### config.mk
export PLATFORM = sky130hd
export DESIGN_NAME = slot_power_seq
export DESIGN_NICKNAME = d
export VERILOG_FILES = /design/src/rtl/slot_seq_pkg.sv /design/src/rtl/slot_seq_strap.sv /design/src/rtl/slot_seq_timer.sv /design/src/rtl/slot_seq_fsm.sv /design/src/rtl/slot_power_seq.sv
export SDC_FILE = /design/constraint.sdc
export NUM_CORES = 1
export LEC_CHECK = 0
export ABC_CLOCK_PERIOD_IN_PS = 2700
export BUFFER_PORTS_ARGS = -buffer_cell sky130_fd_sc_hd__buf_2
export CORE_MARGIN = 5
export CORE_UTILIZATION = 56
export CTS_CLUSTER_DIAMETER = 50
export DETAILED_ROUTE_END_ITERATION = 8
export PLACE_DENSITY = 0.85
export SYNTH_ARGS = -nofsm -noshare
export SYNTH_HDL_FRONTEND = slang
export SYNTH_SLANG_ARGS = --single-unit
### constraint.sdc
create_clock -name clk -period 2.7 [get_ports clk]
set_clock_uncertainty 0.2 [all_clocks]
set_input_delay 0.54 -clock clk [delete_from_list [all_inputs] [get_ports clk]]
set_output_delay 0.54 -clock clk [all_outputs]
set_load 0.05 [all_outputs]
### src/rtl/slot_seq_pkg.sv
package slot_seq_pkg;

    typedef enum logic [1:0] {
        MODE_NONE    = 2'b00,
        MODE_FIXED   = 2'b01,
        MODE_HP_FB   = 2'b10,
        MODE_HP_NOFB = 2'b11
    } slot_mode_e;

    typedef enum logic [3:0] {
        ST_NOMODE    = 4'd0,
        ST_OFF       = 4'd1,
        ST_PWR_WAIT  = 4'd2,
        ST_CLK_DLY   = 4'd3,
        ST_ACTIVE    = 4'd4,
        ST_DN_RST    = 4'd5,
        ST_DN_CLK    = 4'd6,
        ST_FIX_CLK   = 4'd7,
        ST_FIX_TRAIN = 4'd8,
        ST_BACKOFF   = 4'd9
    } seq_state_e;

    typedef struct packed {
        logic pwr_en_n;
        logic refclk_en;
        logic perst_n;
        logic done;
        logic gate_win;
    } seq_out_t;

    function automatic logic is_hotplug(slot_mode_e m);
        return (m == MODE_HP_FB) || (m == MODE_HP_NOFB);
    endfunction

endpackage

### src/rtl/slot_seq_strap.sv
module slot_seq_strap
    import slot_seq_pkg::*;
(
    input  logic       clk,
    input  logic       rst_n,
    input  logic [1:0] strap,
    output slot_mode_e mode,
    output logic       mode_valid
);

    always_ff @(posedge clk or negedge rst_n) begin
        if (!rst_n) begin
            mode       <= MODE_NONE;
            mode_valid <= 1'b0;
        end else if (!mode_valid) begin
            mode       <= slot_mode_e'(strap);
            mode_valid <= 1'b1;
        end
    end


    strap_hold_chk: assert property (@(posedge clk) disable iff (!rst_n)
        mode_valid |=> ($stable(mode) && mode_valid));

endmodule

### src/rtl/slot_seq_timer.sv
module slot_seq_timer #(
    parameter int unsigned CLK_DELAY_MS = 100,
    parameter int unsigned FIX_TRAIN_MS = 48
) (
    input  logic clk,
    input  logic rst_n,
    input  logic start,
    input  logic sel_train,
    input  logic run,
    input  logic tick,
    output logic expired
);

    localparam int unsigned MAX_MS = (CLK_DELAY_MS > FIX_TRAIN_MS) ? CLK_DELAY_MS : FIX_TRAIN_MS;
    localparam int unsigned CW     = $clog2(MAX_MS + 1);

    logic [CW-1:0] cnt;
    logic          armed;

    always_ff @(posedge clk or negedge rst_n) begin
        if (!rst_n) begin
            cnt   <= '0;
            armed <= 1'b0;
        end else if (start) begin
            cnt   <= sel_train ? CW'(FIX_TRAIN_MS) : CW'(CLK_DELAY_MS);
            armed <= 1'b1;
        end else if (!run) begin
            armed <= 1'b0;
        end else if (tick && (cnt != '0)) begin
            cnt <= cnt - CW'(1);
        end
    end

    assign expired = armed && run && (cnt == '0);


    tick_step_chk: assert property (@(posedge clk) disable iff (!rst_n)
        (armed && run && !start && tick && (cnt != '0)) |=> (cnt == $past(cnt) - CW'(1)));


    no_early_expiry_chk: assert property (@(posedge clk) disable iff (!rst_n)
        (armed && run && !start && !tick) |=> (cnt == $past(cnt)));

endmodule

### src/rtl/slot_seq_fsm.sv
module slot_seq_fsm
    import slot_seq_pkg::*;
(
    input  logic       clk,
    input  logic       rst_n,
    input  slot_mode_e mode,
    input  logic       mode_valid,
    input  logic       pwr_req,
    input  logic       pwr_good,
    input  logic       refclk_stable,
    input  logic       link_up,
    input  logic       tmr_expired,
    output seq_state_e state_q,
    output logic       tmr_start,
    output logic       tmr_sel_train,
    output logic       tmr_run,
    output seq_out_t   outs
);

    seq_state_e state_d;
    logic       hp;
    logic       power_ok;

    assign hp       = is_hotplug(mode);
    assign power_ok = pwr_good || (mode == MODE_HP_NOFB);

    // next-state logic
    always_comb begin
        state_d = state_q;
        unique case (state_q)
            ST_NOMODE: begin
                if (mode_valid) begin
                    if (mode == MODE_FIXED) state_d = ST_FIX_CLK;
                    else if (hp)            state_d = ST_OFF;
                end
            end
            ST_OFF: begin
                if (pwr_req) state_d = ST_PWR_WAIT;
            end
            ST_PWR_WAIT: begin
                if (!pwr_req)      state_d = ST_DN_CLK;
                else if (power_ok) state_d = ST_CLK_DLY;
            end
            ST_CLK_DLY: begin
                if (!pwr_req)         state_d = ST_DN_CLK;
                else if (tmr_expired) state_d = ST_ACTIVE;
            end
            ST_ACTIVE: begin
                if (hp && !pwr_req) state_d = ST_DN_RST;
            end
            ST_DN_RST:  state_d = ST_DN_CLK;
            ST_DN_CLK:  state_d = ST_OFF;
            ST_FIX_CLK: begin
                if (refclk_stable) state_d = ST_FIX_TRAIN;
            end
            ST_FIX_TRAIN: begin
                if (link_up)          state_d = ST_ACTIVE;
                else if (tmr_expired) state_d = ST_BACKOFF;
            end
            ST_BACKOFF: state_d = ST_BACKOFF;
            default:    state_d = ST_NOMODE;
        endcase
    end

    // state register
    always_ff @(posedge clk or negedge rst_n) begin
        if (!rst_n) state_q <= ST_NOMODE;
        else        state_q <= state_d;
    end

    // timer control
    assign tmr_start     = (state_d != state_q) &&
                           ((state_d == ST_CLK_DLY) || (state_d == ST_FIX_TRAIN));
    assign tmr_sel_train = (state_d == ST_FIX_TRAIN);
    assign tmr_run       = (state_q == ST_CLK_DLY) || (state_q == ST_FIX_TRAIN);

    // outputs
    always_comb begin
        outs = '{pwr_en_n: 1'b1, refclk_en: 1'b0, perst_n: 1'b0, done: 1'b0, gate_win: 1'b0};
        unique case (state_q)
            ST_NOMODE, ST_OFF, ST_BACKOFF: ;
            ST_PWR_WAIT: outs.pwr_en_n = 1'b0;
            ST_CLK_DLY: begin
                outs.pwr_en_n  = 1'b0;
                outs.refclk_en = 1'b1;
            end
            ST_ACTIVE: begin
                outs.pwr_en_n  = !hp;
                outs.refclk_en = 1'b1;
                outs.perst_n   = 1'b1;
                outs.done      = 1'b1;
                outs.gate_win  = 1'b1;
            end
            ST_DN_RST: begin
                outs.pwr_en_n  = 1'b0;
                outs.refclk_en = 1'b1;
            end
            ST_DN_CLK:  outs.pwr_en_n = 1'b0;
            ST_FIX_CLK: outs.refclk_en = 1'b1;
            ST_FIX_TRAIN: begin
                outs.refclk_en = 1'b1;
                outs.perst_n   = 1'b1;
            end
            default: ;
        endcase
    end


    pwr_off_last_chk: assert property (@(posedge clk) disable iff (!rst_n)
        $rose(outs.pwr_en_n) |-> (($past(outs.refclk_en) == 1'b0) && !outs.perst_n));


    clk_off_after_rst_chk: assert property (@(posedge clk) disable iff (!rst_n)
        ($fell(outs.refclk_en) && hp) |-> ($past(outs.perst_n) == 1'b0));


    fixed_no_power_chk: assert property (@(posedge clk) disable iff (!rst_n)
        (mode == MODE_FIXED) |-> outs.pwr_en_n);


    nomode_quiet_chk: assert property (@(posedge clk) disable iff (!rst_n)
        (mode_valid && (mode == MODE_NONE)) |->
            ((state_q == ST_NOMODE) && outs.pwr_en_n && !outs.refclk_en && !outs.perst_n));


    rst_release_powered_chk: assert property (@(posedge clk) disable iff (!rst_n)
        ($rose(outs.perst_n) && hp) |-> ($past(outs.refclk_en) && !outs.pwr_en_n));


    backoff_sticky_chk: assert property (@(posedge clk) disable iff (!rst_n)
        (state_q == ST_BACKOFF) |=> (state_q == ST_BACKOFF));

endmodule

### src/rtl/slot_power_seq.sv
module slot_power_seq
    import slot_seq_pkg::*;
#(
    parameter int unsigned CLK_DELAY_MS = 100,
    parameter int unsigned FIX_TRAIN_MS = 48
) (
    input  logic       clk,
    input  logic       rst_n,
    input  logic       ms_tick,
    input  logic [1:0] mode_strap,
    input  logic       pwr_req,
    input  logic       pwr_good,
    input  logic       clkreq_n,
    input  logic       clkreq_gate_en,
    input  logic       refclk_stable,
    input  logic       link_up,
    output logic       pwr_en_n,
    output logic       refclk_en,
    output logic       perst_n,
    output logic [3:0] state_o,
    output logic       seq_done
);

    slot_mode_e mode;
    logic       mode_valid;
    seq_state_e state_q;
    logic       tmr_start;
    logic       tmr_sel_train;
    logic       tmr_run;
    logic       tmr_expired;
    seq_out_t   outs;
    logic       clk_gated_off;

    slot_seq_strap u_strap (
        .clk        (clk),
        .rst_n      (rst_n),
        .strap      (mode_strap),
        .mode       (mode),
        .mode_valid (mode_valid)
    );

    slot_seq_timer #(
        .CLK_DELAY_MS (CLK_DELAY_MS),
        .FIX_TRAIN_MS (FIX_TRAIN_MS)
    ) u_timer (
        .clk       (clk),
        .rst_n     (rst_n),
        .start     (tmr_start),
        .sel_train (tmr_sel_train),
        .run       (tmr_run),
        .tick      (ms_tick),
        .expired   (tmr_expired)
    );

    slot_seq_fsm u_fsm (
        .clk           (clk),
        .rst_n         (rst_n),
        .mode          (mode),
        .mode_valid    (mode_valid),
        .pwr_req       (pwr_req),
        .pwr_good      (pwr_good),
        .refclk_stable (refclk_stable),
        .link_up       (link_up),
        .tmr_expired   (tmr_expired),
        .state_q       (state_q),
        .tmr_start     (tmr_start),
        .tmr_sel_train (tmr_sel_train),
        .tmr_run       (tmr_run),
        .outs          (outs)
    );

    // clock-request gate, active only once the port is running
    assign clk_gated_off = outs.gate_win && clkreq_gate_en && clkreq_n;

    assign pwr_en_n  = outs.pwr_en_n;
    assign refclk_en = outs.refclk_en && !clk_gated_off;
    assign perst_n   = outs.perst_n;
    assign seq_done  = outs.done;
    assign state_o   = state_q;


    gate_only_when_running_chk: assert property (@(posedge clk) disable iff (!rst_n)
        (outs.refclk_en && !refclk_en) |-> perst_n);


    done_means_released_chk: assert property (@(posedge clk) disable iff (!rst_n)
        seq_done |-> (perst_n && (state_o == 4'd4)));

endmodule

### Word-level counts from Yosys, hierarchy flattened

Index checks and enable logic that the tools add are counted.

| word-level totals | value |
|---|---|
| flip-flop bits (word level) | 15 |
| word-level logic and storage cells | 69 |
| input port bits | 11 |

| operators by class | value |
|---|---|
| reduce and logical (&&, ||, !) cells | 24 |
| equal/unequal tests | 16 |
| muxes and demuxes | 23 |
| add/subtract/negate cells | 1 |

Operators with widths:

| operator | count |
|---|---|
| 4-bit two-way mux | 12 |
| 4-bit case mux with 10 select lines | 1 |
| 7-bit two-way mux | 4 |
| 4-bit by 3-bit == test with 1-bit output (second input constant) | 4 |
| 4-bit by 2-bit == test with 1-bit output (second input constant) | 3 |
| 4-bit == test (second input constant) | 3 |
| 1-bit logical AND | 8 |
| 7-bit zero test | 1 |
| 7-bit nonzero test | 1 |
| 7-bit by 1-bit subtractor with 7-bit output (second input constant) | 1 |
| 5-bit OR reduction | 1 |
| 2-bit == test (second input constant) | 2 |
| 4-bit by 1-bit == test with 1-bit output (second input constant) | 1 |
| 4-bit zero test | 1 |
| 1-bit logical OR | 4 |
| 1-bit two-way mux | 4 |
| 4-bit inequality test | 1 |
| 2-bit nonzero test | 2 |
| 4-bit OR reduction | 1 |
| 1-bit zero test | 3 |
| 2-bit by 1-bit == test with 1-bit output (second input constant) | 1 |
| 2-bit two-way mux | 1 |
| 2-bit inequality test (second input constant) | 1 |
| 1-bit case mux with 2 select lines | 1 |
| other kinds (2) | 2 |

### Longest topological paths before layout

Gate-level depths: netlist of the first run.

| depth | value |
|---|---|
| word-level depth | 12 |
| mapped depth | 8 |
| gate-level depth less buffers | 8 |

### By module

A second synthesis of the first run with hierarchy kept.

| second synthesis, totals | value |
|---|---|
| cells, all modules | 120 |
| area, all modules | 1064.8 µm² |

Modules (own cells, without submodules):

| module | area each (µm²) | cells an instance | times used |
|---|---|---|---|
| slot_seq_fsm | 491.7 | 66 | 1 |
| slot_seq_timer | 461.7 | 46 | 1 |
| slot_seq_strap | 101.3 | 6 | 1 |
| slot_power_seq | 10.0 | 2 | 1 |

### Worst setup path after synthesis of the first run

Ideal clock, no wire load.

| timing | value |
|---|---|
| path kind | register -> output |
| from | register u_fsm.state_q[3] |
| to | output perst_n |
| stages on the path, launching flop included | 5 |
| arrival | 2.385 ns |
| required time | 1.960 ns |
| slack | -0.425 ns |
| cells stage by stage | dfrtp_1 > buf_2 > clkbuf_1 > nand2_1 > a21boi_0 |

| on the way | value |
|---|---|
| word-level cells in the longest chain between the ends | 3 |
| elaborated cells between the ends (all ways) | 4 |
| those cells by class | eq/ne: 2; mux: 1; reduce/logical: 1 |

RTL lines:

| element | line | text |
|---|---|---|
| start, declared | slot_seq_fsm.sv:13 | `output seq_state_e state_q,` |
| start signal, assigned | slot_seq_fsm.sv:68 | `else state_q <= state_d;` |
| 4-bit by 3-bit == test with 1-bit output or 4-bit == test (tied branches) | slot_seq_fsm.sv:80 | `unique case (state_q)` |
| 2-bit OR reduction (no source line) * | - |  |
| 1-bit two-way mux * | slot_seq_fsm.sv:80 |  |
| end, declared | slot_power_seq.sv:19 | `output logic perst_n,` |

Every way passes the cells marked *; elsewhere a longest branch is shown, timed or not.

### Final worst setup path of the first run

| timing | value |
|---|---|
| from | register u_fsm.state_q[2] |
| to | output refclk_en |

| on the way | value |
|---|---|
| word-level cells in the longest chain between the ends | 6 |
| elaborated cells between the ends (all ways) | 12 |
| those cells by class | eq/ne: 5; mux: 2; reduce/logical: 5 |

RTL lines:

| element | line | text |
|---|---|---|
| 4-bit by 3-bit == test with 1-bit output | slot_seq_fsm.sv:80 |  |
| 2-bit two-way mux | slot_seq_fsm.sv:80 |  |
| 1-bit logical AND (2 in a row) | slot_power_seq.sv:73 | `assign clk_gated_off = outs.gate_win && clkreq_gate_en && clkreq_n;` |
| 1-bit zero test | slot_power_seq.sv:76 | `assign refclk_en = outs.refclk_en && !clk_gated_off;` |
| 1-bit logical AND * | slot_power_seq.sv:76 |  |
| end, declared | slot_power_seq.sv:18 | `output logic refclk_en,` |

Marks and branches as above.

==> metrics, run 1 <==
status=completed; Worst Path Max Fanout=13; worst hold path depth=2; gr ovfl total=0; final worst path period share=94.6%; Non-Filler Instances=around 200; power per cell area=1180 nW/um^2; Post-Syn Area=around 1300 sq um; CTS resizes=0; Max-Cap Viols=0; WP data arrival=1.81 ns; register area share after synthesis=~29%; clock root cell=clkbuf_4; Clock Latency Late Sink=around 0.27 ns; minimum clock period=between 2 and 3 ns; core footprint=roughly 2200 sq um; Post-Synthesis Net Count=roughly 170; flops & latches, synth=15; Critical Path Max Stage Delay=about 0.54 ns; Static Leak=about 0.63 nW; CTS tree=built; CTS sink count=15; pin count of the biggest net entering global routing=18; Cell Rows=17; Crit Path Category=flop to output pin; worst reg2reg endpoint=u_timer.cnt[2]; hold wc startpoint=mode_strap[0]; Final Hold Viols=0; final WL=3.08 mm; Initial DRT Pass Iterations=4; port bufs=18; slowest library cell on the worst path=dfrtp_1; Final setup viols=0; H-tree depth=1; wire length per cell=roughly 15 microns; Worst R2R Setup Slack=0.22 ns; Final WS setup=0.147 ns; R2R Path Start=u_fsm.state_q[0]; Min-Delay Path Class=primary input to flop; routability cong.=roughly 0.94; Peak VDD IR=about 0.93 mV; Post-Place Cells=around 190; initial core utilization=between 50 and 60%; die height=58.4 microns; maximum clock frequency=between 300 and 400 MHz; Synth Instances=152; initial antenna violation count=0; post-synth top area share=between 20% and 30%; post-synth top area cell=dfrtp_1; Ant. Diodes=0; die area=3410 sq um; Synth async-reset ratio=between 90% and 100%; pre-CTS WS=roughly 0.28 ns; Ports=19; number of global-route vias before repair=around 1,200; Layout Area Growth over Synthesis=11.1%; Slew @ Worst Pin=about 0.55 ns; Netlist cell types=between 60 and 70; top post-synthesis cells by area=dfrtp_1 29%, a21oi_1 3.8%, nor2_1 3.7%; first-pass GRT wire length=around 5.3 mm; max-slew violation count=0; Clock transition at path regs=about 0.080 ns; EDFF count, synth=0; Clock Tree Buf Depth=2; DP HPWL=2.43 mm; Antenna Nets Post-Route=0; gr usage total=between 10% and 20%; initial DRC count=slightly below 60; Rel. slew slack=approximately 63%; crit path cell chain=buf_4, inv_1, nand2_1, nor2_1, o21ai_0, o21ai_1, buf_2; Hold Path Sink=u_strap.mode[0]; Nets=approximately 190; Avg Cell Area, Syn=roughly 8.6 sq um; mean number of vias per cell=between 6 and 7; width of the die=around 58 microns; CTS buffer count=3; Synth warnings=0; share of layout cells above drive strength 1=between 20% and 30%; DRC viols=0; Reg2Reg Depth=6; RSZ-0062 raised after global routing=false; synth cell count leaders=15 x dfrtp_1, 13 x nor2_1, 11 x nand2_1; required time of the critical path=between 1.5 and 2 ns; dominant cell by count in the synthesized netlist=dfrtp_1; crit path launch type=flop; via count=around 1,200; Top FF cell, synth=dfrtp_1; CP Capture Type=output pin
-- cells in the final DEF (no fill, tap or decap), types with 3 or more instances in the layout --
cell type,instances
nor3_1,3
a21boi_1,3
buf_2,18
nand2b_1,3
buf_4,5
clkbuf_4,3
nand2_1,11
nand3_1,5
inv_1,4
o21ai_1,4
nor2b_1,7
o21ai_0,4
a21oi_1,10
and3b_1,4
dfrtp_1,15
nor2_1,13
a31oi_1,4
-- through the flow --
stage	power [W]	hold slack (ns)	area (sq um)	util, %	setup TNS [ns]
finish	0.00172	0.298	1460	65.3	0
global route	0.00185	0.281	1460	65.3	0
CTS	0.00171	0.287	1460	65.3	0
detailed placement	0.00159	0.251	1420	63.6	0
global placement	0.00155	0.250	1420	63.6	0
floorplan	0.00135	0.0444	1320	-	-0.0567
-- sequential cells by signal (all words and copies together) (netlist names) --
| name | cells |
|---|---|
| u_fsm.state_q | 4 |
| u_strap.mode | 2 |
| u_strap.mode_valid | 1 |
| u_timer.armed | 1 |
| u_timer.cnt | 7 |
-- cells by family (layout without fill, tap and decap cells) --
family / after synthesis / count (layout) / synth area share, %
compound gates: 48 / 48 / 25.8
xor+xnor: 3 / 3 / 2.00
fa+ha+maj: 2 / 2 / 1.91
buf+inv: 13 / 32 / 5.72
flops: 15 / 15 / 28.6
mux: 3 / 3 / 2.48
other cells: 1 / 1 / 0.286
simple gates: 67 / 67 / 33.2
-- how the worst max path moves through the flow --
stage / from / to / slack (ns)
floorplan: u_fsm.state_q[3] / perst_n / -0.06
global placement: u_timer.cnt[2] / u_timer.cnt[3] / 0.33
detailed placement: u_fsm.state_q[0] / u_timer.cnt[2] / 0.28
CTS: u_fsm.state_q[2] / refclk_en / 0.14
global route: u_fsm.state_q[2] / refclk_en / 0.008
finish: u_fsm.state_q[2] / refclk_en / 0.15
-- cell type report --
| cell class | instances | area (sq um) |
|---|---|---|
| multi-input combinational | 124 | 867 |
| fill | 183 | 776 |
| sequential | 15 | 375 |
| timing repair buffer | 24 | 138 |
| tap | 28 | 35.0 |
| clock buffer | 3 | 22.5 |
| inverter | 4 | 15.0 |
| clock inverter | 1 | 5.00 |
-- power by group --
part	internal (W)	switching, W	leakage, nW
Clock	0.0000549	0.0000639	0.0177
Combinational	0.000420	0.000705	0.424
Sequential	0.000303	0.000172	0.185
Total	0.000777	0.000942	0.626
-- what timing repair did --
item,in CTS,in global routing
hold endpoints to repair,15,0
setup buffers,0,0
hold buffers,1,0
-- routing by layer --
layer	track usage [%]	routed length (microns)
met3	3.07	178
met5	0	0
met1	27.4	1460
met4	7.62	44
met2	29.7	1400
-- critical path, delay by kind of cell (launching register included) --
kind                   cells  cell delay, ns
AO/OA/AOI/OAI              2            0.15
buffers and inverters      3            0.66
flip-flops                 1            0.54
AND/OR/NAND/NOR            2            0.18
(Power assumes the default switching activity.)
==> inputs of run 2 (changes only) <==
Settings changed: CORE_UTILIZATION 56 to 50, PLACE_DENSITY 0.85 to 0.78.
==> run 2 against run 1 <==
Compared with the run above:
- critical path type is now flop to flop
- combinational power is essentially flat
- setup slack gained 0.013 ns
- critical endpoint is now u_timer.armed
- routed wire length grew 10%
- register-to-register slack lost 0.06 ns
- global-route usage grew 1.1 points
- sequential power shrank 0.8%
- highest routed layer unchanged
- clock power grew 9%
- total power grew 1.7%
==> metrics, run 2 (same netlist as run 1, synthesis figures left out) <==
status=completed; die area=about 3700 sq um; CTS tree=built; H-tree depth=1; post-CTS setup buffer count=0; RSZ-0062 raised after global routing=false; max-slew violation count=0; Clock Latency Late Sink=approximately 0.29 ns; Internal=0.000778 W; Max-Cap Viols=0; DP HPWL=between 2 and 3 mm; maximum clock frequency=roughly 400 MHz; largest register by flop count=u_timer.cnt; Clock Tree Buf Depth=2; Min-Delay Path Class=primary input to flop; gr usage total=about 21%; clock power share=~7.4%; clock root cell=clkbuf_4; crit path launch type=flop; max reg flops=7; R2R Path Start=u_fsm.state_q[1]; via count=between 1,000 and 1,500; Post-Place Cells=between 150 and 200; power per cell area=roughly 1200 nW/um^2; most common cell after layout, fill and taps aside=buf_2; Initial DRT Pass Iterations=4; Clock transition at path regs=~0.090 ns; initial DRC count=roughly 60; gr ovfl total=0; port bufs=18; Cell Rows=18; setup_tns=0 ns; Ant. Diodes=0; CTS sink count=15; most frequent cells in the layout=18 x buf_2, 13 x nor2_1, 13 x dfrtp_1; initial core utilization=52.5%; Final Hold Viols=0; CP Capture Type=flop; width of the die=~61 microns; pin count of the biggest net entering global routing=22; Fin Hold WS=about 0.28 ns; CTS buffer count=3; Worst Setup SP=u_fsm.state_q[1]; DRC viols=0; Power Total=0.00175 W; hold wc startpoint=mode_strap[0]; initial antenna violation count=0; share of layout cells above drive strength 1=about a quarter; Peak VDD IR=~0.80 mV; required time of the critical path=2.69 ns; Final setup viols=0; Layout Area Growth over Synthesis=10.8%; sequential share of power=26.9%; final worst path period share=roughly 94%; WP data arrival=about 2.5 ns; Non-Filler Instances=200; Gate power share=between 60% and 70%; Static Leak=a little over 0.6 nW; Nets=184; Top Registers=u_timer.cnt (7), u_fsm.state_q (4), u_strap.mode (2); Worst Path Max Fanout=14; switching share of power=between 50% and 60%; wire length per cell=17.0 microns; final WL=~3.4 mm; Antenna Nets Post-Route=0; die height=~61 microns; number of global-route vias before repair=between 1,000 and 1,500; mean number of vias per cell=6.40; core footprint=~2500 sq um; minimum clock period=approximately 2.5 ns; Psw=around 0.00097 W; Ports=19; Crit Path Category=flop to flop; routability cong.=between 0.9 and 1; first-pass GRT wire length=between 5 and 6 mm
## run 2: cell types whose count changed in the layout (fill, tap and decap cells not counted), sizes merged
cell and delta:
clkinv -1, clkbuf +1, buf -1
## run 2: through the flow
stage / util, % / cell area (sq um) / setup slack [ns]
floorplan: - / 1320 / -0.0567
global placement: 56.6 / 1420 / 0.289
detailed placement: 56.6 / 1420 / 0.166
CTS: 58.1 / 1450 / 0.0966
global route: 58.2 / 1450 / 0.0278
finish: 58.2 / 1450 / 0.160
## run 2: final timing paths
kind                       slack (ns)  depth (start not counted)          endpoint
max in group asynchronous        1.55                          2  u_fsm.state_q[2]
setup reg to reg                 0.16                          6     u_timer.armed
setup / recovery                 0.16                          6     u_timer.armed
hold reg to reg                  0.31                          1     u_timer.armed
hold / removal                   0.28                          2   u_strap.mode[0]
min in group asynchronous        0.47                          2    u_timer.cnt[3]
## run 2: routing by layer
layer | share of wire (%) | global-route usage (%)
met1 | 45 | 27.6
met2 | 46 | 33.2
met3 | 8.1 | 3.98
met4 | 1.3 | 6.81
met5 | 0 | 0
## run 2: power groups by stage
stage                     Combinational (W)  Sequential (W)  Clock (W)
final                               0.00115        0.000471   0.000130
after global routing                0.00124        0.000489   0.000145
after CTS                           0.00114        0.000465   0.000133
after detailed placement            0.00113        0.000469          0
after global placement              0.00110        0.000463          0
after floorplan                    0.000883        0.000468          0
## run 2: final cells by class
type	count	area (sq um)
timing repair buffer	23	130
fill	229	1050
inverter	4	15.0
tap	30	37.5
sequential	15	378
clock buffer	4	26.3
multi-input combinational	124	867
## run 2: critical path: stages (launching register included)
cell	delay [ns]
dfrtp_1	0.63
nor2b_1	0.31
nand4b_1	0.31
and4_1	0.29
a21boi_1	0.29
o211ai_2	0.19
a22o_1	0.23
## run 2: what timing repair did
| action | CTS | global route |
|---|---|---|
| resized for setup | 0 | 2 |
| hold buffers | 1 | 0 |
| endpoints found under the hold margin | 15 | 0 |
| setup endpoints to repair | 0 | 2 |
